--- config.mk ---
export PLATFORM = sky130hd
export DESIGN_NAME = pec_unit
export DESIGN_NICKNAME = d
export VERILOG_FILES = /design/src/rtl/pec_pkg.sv /design/src/rtl/pec_crc.sv /design/src/rtl/pec_frame.sv /design/src/rtl/pec_resp.sv /design/src/rtl/pec_unit.sv
export SDC_FILE = /design/constraint.sdc
export NUM_CORES = 1
export LEC_CHECK = 0
export CORE_MARGIN = 2
export CORE_UTILIZATION = 48
export DETAILED_ROUTE_END_ITERATION = 7
export PLACE_DENSITY = 0.83
export SETUP_SLACK_MARGIN = 0.4
export SYNTH_ARGS = -nofsm -noshare
export SYNTH_HDL_FRONTEND = slang
export SYNTH_HIERARCHICAL = 1
export SYNTH_SLANG_ARGS = --single-unit
--- constraint.sdc ---
create_clock -name clk -period 4.7 [get_ports clk]
set_clock_uncertainty 0.1 [all_clocks]
set_input_delay 0.705 -clock clk [delete_from_list [all_inputs] [get_ports clk]]
set_output_delay 0.705 -clock clk [all_outputs]
set_load 0.005 [all_outputs]
--- src/rtl/pec_pkg.sv ---
package pec_pkg;
  parameter int CRC_W = 8;

  // One serial CRC step, most significant bit first.
  function automatic logic [CRC_W-1:0] crc_step(
    input logic [CRC_W-1:0] cur,
    input logic             din,
    input logic [CRC_W-1:0] poly
  );
    logic fb;
    fb = cur[CRC_W-1] ^ din;
    return {cur[CRC_W-2:0], 1'b0} ^ (fb ? poly : '0);
  endfunction

  // Decision for a received byte: 1 = ACK, 0 = NACK.
  function automatic logic ack_rule(
    input logic is_code,
    input logic master,
    input logic en,
    input logic bad,
    input logic match
  );
    if (!is_code) return 1'b1;
    if (master)   return 1'b0;
    if (!en)      return 1'b1;
    if (bad)      return 1'b0;
    return match;
  endfunction
endpackage

--- src/rtl/pec_crc.sv ---
module pec_crc #(
  parameter int          W    = pec_pkg::CRC_W,
  parameter logic [W-1:0] POLY = 8'h07
) (
  input  logic         clk,
  input  logic         rst_n,
  input  logic         clr,
  input  logic         arb_lost,
  input  logic         shift_en,
  input  logic         din,
  output logic [W-1:0] crc,
  output logic [W-1:0] crc_nxt,
  output logic         corrupt
);
  assign crc_nxt = pec_pkg::crc_step(crc, din, POLY);

  always_ff @(posedge clk) begin
    if (!rst_n) begin
      crc     <= '0;
      corrupt <= 1'b0;
    end else if (clr) begin
      crc     <= '0;
      corrupt <= 1'b0;
    end else begin
      if (arb_lost) corrupt <= 1'b1;
      if (shift_en && !corrupt) crc <= crc_nxt;
    end
  end
endmodule

--- src/rtl/pec_frame.sv ---
module pec_frame #(
  parameter int BYTE_BITS = 8
) (
  input  logic clk,
  input  logic rst_n,
  input  logic clr,
  input  logic bit_vld,
  input  logic trigger,
  output logic first_bit,
  output logic byte_end,
  output logic armed,
  output logic code_cur
);
  localparam int CW = (BYTE_BITS > 1) ? $clog2(BYTE_BITS) : 1;
  localparam logic [CW-1:0] LAST = CW'(BYTE_BITS - 1);

  logic [CW-1:0] cnt;

  assign first_bit = bit_vld && (cnt == '0);
  assign byte_end  = bit_vld && (cnt == LAST);

  always_ff @(posedge clk) begin
    if (!rst_n || clr) begin
      cnt      <= '0;
      armed    <= 1'b0;
      code_cur <= 1'b0;
    end else begin
      if (bit_vld) cnt <= (cnt == LAST) ? '0 : cnt + 1'b1;
      if (first_bit) code_cur <= armed;
      if (trigger) armed <= 1'b1;
      else if (first_bit) armed <= 1'b0;
    end
  end
endmodule

--- src/rtl/pec_resp.sv ---
module pec_resp (
  input  logic clk,
  input  logic rst_n,
  input  logic byte_end,
  input  logic code_cur,
  input  logic is_tx,
  input  logic is_master,
  input  logic pec_en,
  input  logic corrupt,
  input  logic match,
  input  logic err_clr,
  output logic chk_fail,
  output logic ack_vld,
  output logic ack_out,
  output logic pec_err
);
  assign chk_fail = byte_end && code_cur && !is_tx && pec_en && !corrupt && !match;

  always_ff @(posedge clk) begin
    if (!rst_n) begin
      ack_vld <= 1'b0;
      ack_out <= 1'b0;
      pec_err <= 1'b0;
    end else begin
      ack_vld <= byte_end && !is_tx;
      if (byte_end && !is_tx)
        ack_out <= pec_pkg::ack_rule(code_cur, is_master, pec_en, corrupt, match);
      if (chk_fail)     pec_err <= 1'b1;
      else if (err_clr) pec_err <= 1'b0;
    end
  end
endmodule

--- src/rtl/pec_unit.sv ---
module pec_unit #(
  parameter int          CRC_W     = pec_pkg::CRC_W,
  parameter logic [7:0]  POLY      = 8'h07,
  parameter int          BYTE_BITS = 8
) (
  input  logic             clk,
  input  logic             rst_n,
  input  logic             pec_en,
  input  logic             irq_en,
  input  logic             is_master,
  input  logic             is_tx,
  input  logic             bit_vld,
  input  logic             bit_val,
  input  logic             ev_start,
  input  logic             ev_stop,
  input  logic             ev_arb_lost,
  input  logic             pec_req,
  input  logic             dma_eot,
  input  logic             dma_last,
  input  logic             err_clr,
  output logic [CRC_W-1:0] pec_byte,
  output logic             pec_send,
  output logic             ack_vld,
  output logic             ack_out,
  output logic             pec_err,
  output logic             irq,
  output logic             crc_bad
);
  // Named internal events, visible to the bound checker.
  logic             frame_clr;
  logic             trigger;
  logic             first_bit;
  logic             byte_end;
  logic             armed;
  logic             code_cur;
  logic [CRC_W-1:0] crc_q;
  logic [CRC_W-1:0] crc_nxt;
  logic             match;
  logic             chk_fail;

  assign frame_clr = ev_start || ev_stop;
  assign trigger   = pec_req || (dma_eot && dma_last);
  assign match     = (crc_nxt == '0);

  pec_crc #(.W(CRC_W), .POLY(POLY[CRC_W-1:0])) u_crc (
    .clk(clk), .rst_n(rst_n), .clr(frame_clr), .arb_lost(ev_arb_lost),
    .shift_en(bit_vld && pec_en), .din(bit_val),
    .crc(crc_q), .crc_nxt(crc_nxt), .corrupt(crc_bad)
  );

  pec_frame #(.BYTE_BITS(BYTE_BITS)) u_frame (
    .clk(clk), .rst_n(rst_n), .clr(frame_clr), .bit_vld(bit_vld),
    .trigger(trigger), .first_bit(first_bit), .byte_end(byte_end),
    .armed(armed), .code_cur(code_cur)
  );

  pec_resp u_resp (
    .clk(clk), .rst_n(rst_n), .byte_end(byte_end), .code_cur(code_cur),
    .is_tx(is_tx), .is_master(is_master), .pec_en(pec_en),
    .corrupt(crc_bad), .match(match), .err_clr(err_clr),
    .chk_fail(chk_fail), .ack_vld(ack_vld), .ack_out(ack_out),
    .pec_err(pec_err)
  );

  assign pec_byte = crc_q;
  assign pec_send = armed && is_tx;
  assign irq      = pec_err && irq_en;
endmodule

==> impl_metrics.json, run 1 <==
{
  "critPathKind": "in2out",
  "final_net_count": 138,
  "ys_async_sr_fraction_pct": 0,
  "final_layout_size_suffix_gt1_share_pct": 13.4,
  "syn_area_per_cell_um2": 9.32,
  "place_congestion": 0.718,
  "place_area_mm2": 0.00114,
  "synthAdderAreaFrac_pct": 4.24,
  "insertedDiodeCount": 0,
  "coreArea_mm2": 0.00173,
  "synth_ff_type": "dfxtp_1",
  "fp-row-count": 15,
  "fin_ws_ns": 2.04,
  "drc_errors": 0,
  "die_h_um": 47.0,
  "wl_per_cell_um": 12.0,
  "startpoint_type": "primary input",
  "hold_path.class": "reg2reg",
  "cts_resized": 0,
  "ctsLongestPathBuffers": 2,
  "netlist_area_um2": 886,
  "synth_compound_area_share_pct": 10.0,
  "final_area_mm2": 0.00117,
  "synth-simple-area-share_pct": 29.9,
  "critical_path.max_stage_delay_ns": 0.52,
  "top_usage_layer": "met2",
  "synth_edf_count": 0,
  "clk_latency_ns": 0.29,
  "period_minus_slack_ns": 2.66,
  "hp-start": "u_crc/crc[4]",
  "drt_wl_total_um": 1720,
  "clk_transition_reported_paths_ns": 0.10,
  "rsz0062_at_grt": "no",
  "instances_no_fill": 144,
  "die_width_um": 47.0,
  "start_util_pct": 51.3,
  "use_met2_pct": 29.0,
  "via_per_inst": 4.95,
  "cp_slowest_cell": "clkdlybuf4s50_1",
  "grt_pass1_vias": 681,
  "grtUsageMet3_pct": 1.15,
  "r2r_start": "u_crc/crc[7]",
  "critical_path_required_ns": 3.89,
  "crit_arrival_ns": 1.86,
  "rr_endpoint": "u_resp/ack_out",
  "yosysWarnings": 6,
  "status": "finished, final reports clean",
  "worstSetupEndpointType": "output pin",
  "dp_hpwl_um": 1360,
  "die-area_mm2": 0.00221,
  "clockRootBuffer": "clkbuf_4",
  "relSlewSlack_pct": 56.8,
  "syn_inst": 95,
  "setup_viol": 0,
  "maxCapViolations": 0,
  "cp_top_family": "buffers and inverters",
  "cts.sink_count": 17,
  "grt_use_met1_pct": 23.6,
  "postCtsSetupBuffers": 0,
  "synth_top_family_by_area": "simple AND/OR/NAND/NOR gates",
  "cellLeakagePower_uw": 0.000433,
  "grt_max_degree": 11,
  "cp_num_buf_inv": 2,
  "max_freq_ghz": 0.375,
  "vias": 713,
  "path_max_fanout": 2,
  "drtAntennaViolNets": 0,
  "min_path_cells": 2,
  "crit_top_cell": "clkdlybuf4s50_1",
  "synthToLayoutAreaGrowth_pct": 32.2,
  "rr_worst_depth": 6,
  "cts_hold_buffers": 0,
  "ys_types": 29,
  "hold_viol": 0,
  "fin_crit_sh_pct": 56.7,
  "ir_drop_mv": 0.165,
  "antenna_found_initial": 0,
  "tritoncts": "yes",
  "track_usage_pct": 18.1,
  "syn-num-nets": 113,
  "slew_violations": 0,
  "r2r_slack_ns": 2.48,
  "first_pass_iters": 4,
  "ys_seq_area_share_pct": 38.4,
  "synth.mux.area_fraction_pct": 3.39,
  "port_buffers": 28,
  "placed_cells": 140,
  "worstMarginPinSlew_ns": 0.647,
  "synth_xor_area_share_pct": 6.64,
  "htree_levels": 1,
  "dpl_worst_slack_ns": 1.83,
  "ios": 29,
  "grt_first_pass_wirelength_um": 2780,
  "grt.overflow.total": 0,
  "drtIter0Drc": 14,
  "fin_tns_setup_ns": 0,
  "min_to": "u_crc/crc[5]",
  "ys_ff_latch": 17,
  "power.density_mw_per_mm2": 219,
  "crit_chain": "clkdlybuf4s50_1, and2_1, clkdlybuf4s50_1",
  "numCtsBuffers": 3
}
==> state kept, by name (all words and copies together), names as in the netlist <==
signal / flops
u_crc/corrupt: 1
u_crc/crc: 8
u_frame/armed: 1
u_frame/cnt: 3
u_frame/code_cur: 1
u_resp/ack_out: 1
u_resp/ack_vld: 1
u_resp/pec_err: 1
==> cell type report <==
cell class	instances	area, um2
Inverter	3	11.3
Clock inverter	1	5.00
Clock buffer	3	22.5
Fill cell	159	556
Sequential cell	17	340
Tap cell	25	31.3
Timing Repair Buffer	28	280
Multi-Input combinational cell	67	480
==> routing by layer <==
layer  vias up  wire length [um]
met1       329               754
li1        360                 -
met2        22               875
met3         2                74
met5         -                 0
met4         0                19
==> per-stage QoR <==
step | util [%] | hold WS (ns) | power [uW]
6_report | 67.8 | 0.384 | 257
2_1_floorplan | - | 0.374 | 164
3_3_place_gp | 66.2 | 0.370 | 180
4_1_cts | 67.8 | 0.388 | 262
5_1_grt | 67.8 | 0.409 | 269
3_5_place_dp | 66.2 | 0.375 | 181
==> cell usage in the layout, fill, tap and decap left out, types with 5 or more instances in the layout <==
cell type,count
dfxtp_1,17
nand2b_1,5
a21oi_1,6
clkdlybuf4s50_1,28
and2_1,5
nor2_1,7
nand2_1,13
==> power by group <==
group	switching, uW	internal [uW]	total [uW]
clock network	47.5	31.6	79.1
logic	12.8	18.5	31.4
registers	1.16	145	146
==> Yosys cell counts (all sizes together), types with 2 or more instances <==
master,count,area [um2]
and2,5,31.3
nand2b,5,31.3
nor2b,3,26.3
ha,3,37.5
a21oi,9,56.3
buf,6,45.0
inv,3,11.3
nand3b,2,15.0
clkbuf,2,8.75
mux2i,3,30.0
or4,2,15.0
nand2,16,67.6
dfxtp,17,340
xor3,2,50.1
nor2,7,26.3
==> cells by family after synthesis <==
kind of cell	after synthesis
simple gates	45
buf+inv	11
compound gates	13
flops	17
mux	3
fa+ha+maj	3
xor+xnor	3
==> worst reg2reg max path, cell delays in order (launching register included) <==
cell and delay [ns]:
dfxtp_1 0.46, xor3_2 0.39, or4_1 0.53, nor2_1 0.22, nand2b_1 0.10, a21oi_1 0.18, o221a_2 0.19
==> how the worst max path moves through the flow <==
stage	start	end	slack, ns	cells after the start
global placement	bit_val	u_resp/ack_out	1.89	7
finish	is_tx	pec_send	2.04	3
CTS	is_tx	pec_send	2.03	3
detailed placement	bit_val	u_resp/ack_out	1.83	7
floorplan	bit_val	u_resp/ack_out	2.50	6
global route	is_tx	pec_send	2.01	3
Power figures use the tool's default switching activity.
==> inputs of run 2 (changes only) <==
--- a/config.mk
+++ b/config.mk
@@ -6,9 +6,9 @@
 export NUM_CORES = 1
 export LEC_CHECK = 0
 export CORE_MARGIN = 2
-export CORE_UTILIZATION = 48
+export CORE_UTILIZATION = 44
 export DETAILED_ROUTE_END_ITERATION = 7
-export PLACE_DENSITY = 0.83
+export PLACE_DENSITY = 0.77
 export SETUP_SLACK_MARGIN = 0.4
 export SYNTH_ARGS = -nofsm -noshare
 export SYNTH_HDL_FRONTEND = slang
==> constraint.sdc (replaced) <==
create_clock -name clk -period 2.7 [get_ports clk]
set_clock_uncertainty 0.1 [all_clocks]
set_input_delay 0.405 -clock clk [delete_from_list [all_inputs] [get_ports clk]]
set_output_delay 0.405 -clock clk [all_outputs]
set_load 0.005 [all_outputs]
==> run 2 against run 1 <==
  * Final area grew 0.43%
  * Core utilization shrank 6.6 points
  * Count of clock-buffer cells in the layout is the same
  * Global-route usage shrank 2.0 points
  * Via count shrank 2.8%
  * Critical endpoint is now u_resp/ack_out
  * Die area grew 8.3%
  * Sequential share of layout area shrank 0.12 points
  * Non-clock buffer count is the same
  * Sequential cell count is the same
  * Sequential power grew 75%
  * Clock power grew 71%
==> impl_metrics.json, run 2 (synthesis gave the netlist of run 1 again) <==
{
  "status": "finished, final reports clean",
  "die-area_mm2": 0.00239,
  "grt.overflow.total": 0,
  "drtIter0Drc": 9,
  "power.density_mw_per_mm2": 378,
  "worstMarginPinSlew_ns": 0.570,
  "r2r_start": "u_crc/crc[7]",
  "cts_hold_buffers": 0,
  "track_usage_pct": 16.1,
  "placed_cells": 142,
  "numCtsBuffers": 3,
  "postCtsSetupBuffers": 0,
  "maxCapViolations": 0,
  "grt_first_pass_wirelength_um": 3010,
  "final_common_cell": "clkdlybuf4s50_1",
  "ir_drop_mv": 0.272,
  "min_to": "u_crc/crc[7]",
  "hp-start": "u_crc/crc[6]",
  "htree_levels": 1,
  "r2r_slack_ns": 0.57,
  "clockRootBuffer": "clkbuf_4",
  "hold_path.class": "reg2reg",
  "top_regs": "u_crc/crc (8), u_frame/cnt (3)",
  "die_width_um": 48.9,
  "instances_no_fill": 146,
  "ctsLongestPathBuffers": 2,
  "clk_latency_ns": 0.29,
  "cellLeakagePower_uw": 0.000433,
  "grt_pass1_vias": 700,
  "coreArea_mm2": 0.00192,
  "dp_hpwl_um": 1340,
  "critical_path_required_ns": 2.83,
  "vias": 693,
  "final_layout_size_suffix_gt1_share_pct": 14.3,
  "setup_viol": 0,
  "final_cell_mix": "clkdlybuf4s50_1 (28), dfxtp_1 (17), nand2_1 (13)",
  "clk_transition_reported_paths_ns": 0.11,
  "drt_wl_total_um": 1730,
  "top_register": "u_crc/crc",
  "critPathKind": "in2reg",
  "wl_per_cell_um": 11.8,
  "die_h_um": 48.9,
  "min_path_cells": 2,
  "start_util_pct": 46.1,
  "fin_crit_sh_pct": 82.5,
  "cts_resized": 0,
  "synthToLayoutAreaGrowth_pct": 32.8,
  "final_net_count": 138,
  "rr_worst_depth": 6,
  "path_max_fanout": 3,
  "period_minus_slack_ns": 2.23,
  "fin_tns_setup_ns": 0,
  "tritoncts": "yes",
  "first_pass_iters": 4,
  "insertedDiodeCount": 0,
  "startpoint_type": "primary input",
  "grt_max_degree": 11,
  "via_per_inst": 4.75,
  "worstSetupEndpointType": "register",
  "antenna_found_initial": 0,
  "rsz0062_at_grt": "no",
  "drtAntennaViolNets": 0,
  "drc_errors": 0,
  "ios": 29,
  "rr_endpoint": "u_resp/ack_out",
  "max_freq_ghz": 0.449,
  "hold_viol": 0,
  "place_congestion": 0.726,
  "fp-row-count": 16,
  "largest_reg_flops": 8,
  "relSlewSlack_pct": 61.9,
  "port_buffers": 28,
  "cts.sink_count": 17,
  "slew_violations": 0,
  "crit_arrival_ns": 2.36,
  "startpoint": "bit_val"
}
==> run 2: cell counts in the layout (fill, tap and decap cells not counted) <==
Identical to the previous run, type by type.
==> run 2: area by class of cell <==
class | instances | area (um2)
Fill cell | 184 | 746
Timing Repair Buffer | 28 | 280
Multi-Input combinational cell | 67 | 483
Sequential cell | 17 | 340
Clock buffer | 3 | 22.5
Inverter | 3 | 11.3
Tap cell | 27 | 33.8
Clock inverter | 1 | 5.00
==> run 2: layer usage <==
layer  vias up  share of wire, %  wire [um]  global-route usage, %
met5         -                 0          0                      0
li1        358                 -          -                      -
met3         2               3.6         63                   3.07
met4         0              0.75         13                   5.71
met2        17                48        830                   29.2
met1       316                48        822                   18.9
==> run 2: worst max-delay path by stage <==
| stage | endpoint | cells past startpoint | slack, ns |
|---|---|---|---|
| after global routing | u_resp/ack_out | 7 | 0.45 |
| final | u_resp/ack_out | 7 | 0.47 |
| after floorplan | u_resp/ack_out | 6 | 0.65 |
| after CTS | u_resp/ack_out | 7 | 0.44 |
| after global placement | u_resp/ack_out | 7 | 0.18 |
| after detailed placement | u_resp/ack_out | 7 | 0.14 |
==> run 2: report_power, final <==
part | total, uW | switching [uW] | internal (uW)
logic | 54.6 | 22.2 | 32.3
clock network | 135 | 80.2 | 55.0
registers | 255 | 2.18 | 253
==> run 2: metrics by stage <==
stage / total power (uW) / hold WS [ns] / area (um2) / setup slack (ns) / util (%)
floorplan: 286 / 0.374 / 886 / 0.649 / -
CTS: 454 / 0.394 / 1170 / 0.437 / 61.1
global route: 471 / 0.419 / 1180 / 0.447 / 61.2
detailed placement: 315 / 0.378 / 1150 / 0.137 / 59.6
finish: 445 / 0.392 / 1180 / 0.472 / 61.2
global placement: 314 / 0.370 / 1150 / 0.183 / 59.6
==> run 2: worst max-delay path, cell delays in order <==
cell and delay (ns):
clkdlybuf4s50_1 0.54, xor3_2 0.29, or4_1 0.54, nor2_2 0.17
nand2b_1 0.07, a21oi_1 0.16, o221a_2 0.19
==> inputs of run 3 (changes only) <==
==> constraint.sdc (replaced) <==
create_clock -name clk -period 2.3 [get_ports clk]
set_clock_uncertainty 0.1 [all_clocks]
set_input_delay 0.345 -clock clk [delete_from_list [all_inputs] [get_ports clk]]
set_output_delay 0.345 -clock clk [all_outputs]
set_load 0.005 [all_outputs]
==> run 3 against run 2 <==
  * Wire length is 1.6% lower
  * Final cell count is 4.8% higher
  * Sequential share of layout area is 1.2 points lower
  * Sequential power is 17% higher
  * Clock power is 13% higher
  * Setup slack worse by 0.091 ns
  * Die area stayed put
  * Hold slack worse by 0.0044 ns
  * Global-route usage is 0.69 points lower
  * Critical path depth is 1 lower
  * Critical endpoint unchanged
==> impl_metrics.json, run 3 (synthesis gave the netlist of run 1 again) <==
{
  "status": "finished, final reports clean",
  "grt_first_pass_wirelength_um": 2900,
  "grt.overflow.total": 0,
  "place_congestion": 0.726,
  "maxCapViolations": 0,
  "min_path_cells": 2,
  "clk_latency_ns": 0.28,
  "htree_levels": 1,
  "min_to": "u_crc/crc[5]",
  "startpoint": "u_crc/crc[7]",
  "final_layout_size_suffix_gt1_share_pct": 22.2,
  "cellLeakagePower_uw": 0.000493,
  "setup_viol": 0,
  "path_max_fanout": 4,
  "cts_hold_buffers": 0,
  "r2r_start": "u_crc/crc[7]",
  "power.density_mw_per_mm2": 420,
  "rr_endpoint": "u_resp/ack_out",
  "drc_errors": 0,
  "synthToLayoutAreaGrowth_pct": 41.2,
  "n_fill_cell": 182,
  "drt_wl_total_um": 1700,
  "tritoncts": "yes",
  "coreArea_mm2": 0.00192,
  "vias": 715,
  "numCtsBuffers": 3,
  "period_minus_slack_ns": 1.92,
  "wl_per_cell_um": 11.1,
  "antenna_found_initial": 0,
  "first_pass_iters": 4,
  "dp_hpwl_um": 1310,
  "top_register": "u_crc/crc",
  "r2r_slack_ns": 0.38,
  "largest_reg_flops": 8,
  "grt_pass1_vias": 661,
  "fp-row-count": 16,
  "critical_path_required_ns": 2.43,
  "relSlewSlack_pct": 74.9,
  "track_usage_pct": 15.4,
  "die_width_um": 48.9,
  "hold_path.class": "reg2reg",
  "ctsLongestPathBuffers": 2,
  "ios": 29,
  "fin_tns_setup_ns": 0,
  "clk_transition_reported_paths_ns": 0.09,
  "instances_no_fill": 153,
  "via_per_inst": 4.67,
  "placed_cells": 145,
  "insertedDiodeCount": 0,
  "start_util_pct": 46.1,
  "drtAntennaViolNets": 0,
  "slew_violations": 0,
  "die_h_um": 48.9,
  "final_net_count": 145,
  "rsz0062_at_grt": "yes",
  "final_common_cell": "clkdlybuf4s50_1",
  "drtIter0Drc": 6,
  "hp-start": "u_crc/crc[4]",
  "final_area_mm2": 0.00125,
  "worstMarginPinSlew_ns": 0.377,
  "max_freq_ghz": 0.521,
  "cts.sink_count": 17,
  "crit_arrival_ns": 2.05,
  "final_cell_mix": "clkdlybuf4s50_1 (25), dfxtp_1 (14), nand2_1 (13)",
  "top_regs": "u_crc/crc (8), u_frame/cnt (3)",
  "worstSetupEndpointType": "register",
  "critPathKind": "reg2reg",
  "startpoint_type": "register",
  "place_area_mm2": 0.00117,
  "hold_viol": 0,
  "fin_crit_sh_pct": 83.4,
  "clockRootBuffer": "clkbuf_4",
  "grt_max_degree": 10,
  "holdWs_ns": 0.387,
  "port_buffers": 28,
  "die-area_mm2": 0.00239,
  "ir_drop_mv": 0.320,
  "rr_worst_depth": 6
}
==> run 3: final cells by class <==
| cell class | count | area, um2 | share of cell area (%) |
|---|---|---|---|
| multi-input combinational | 67 | 495 | 39.6 |
| tap | 27 | 33.8 | 2.70 |
| inverter | 3 | 11.3 | 0.900 |
| timing repair buffer | 35 | 338 | 27.0 |
| sequential | 17 | 347 | 27.7 |
| clock buffer | 4 | 26.3 | 2.10 |
==> run 3: per-stage QoR <==
stage | setup WS [ns] | util (%) | power [uW]
floorplan | 0.371 | - | 337
global placement | -0.169 | 61.0 | 374
detailed placement | -0.211 | 61.0 | 375
CTS | 0.362 | 63.9 | 533
global route | 0.301 | 65.1 | 551
finish | 0.381 | 65.1 | 526
==> run 3: layer usage <==
layer | track usage, % | wire [um] | vias to the layer above
met3 | 1.53 | 50 | 2
li1 | - | - | 376
met5 | 0 | 0 | -
met4 | 8.57 | 27 | 0
met2 | 26.5 | 832 | 15
met1 | 18.9 | 792 | 322
==> run 3: timing repair <==
item	in CTS	in global routing
setup endpoints to repair	3	2
resized for setup	8	3
cloned	0	0
endpoints found under the hold margin	0	0
buffers inserted	2	2
pin swaps	6	6
==> run 3: worst max path at each step <==
stage,endpoint,cells past startpoint,slack (ns)
after floorplan,u_resp/ack_out,6,0.37
after global placement,u_resp/ack_out,7,-0.17
after detailed placement,u_resp/ack_out,7,-0.21
after CTS,u_resp/ack_out,6,0.36
after global routing,u_resp/ack_out,6,0.30
final,u_resp/ack_out,6,0.38
==> run 3: power by group <==
| part | switching (uW) | internal (uW) | leakage (uW) | total (uW) |
|---|---|---|---|---|
| Combinational | 28.0 | 46.4 | 0.000339 | 74.4 |
| Sequential | 2.57 | 296 | 0.000139 | 298 |
| Clock | 86.2 | 67.1 | 0.0000150 | 153 |
| Total | 117 | 409 | 0.000493 | 526 |
==> run 3: critical path: stages, from the launching register on <==
cell,delay (ns)
dfxtp_4,0.37
xor3_2,0.39
or4_4,0.51
nor2_4,0.15
nand2b_1,0.08
a21oi_2,0.11
o221a_2,0.17
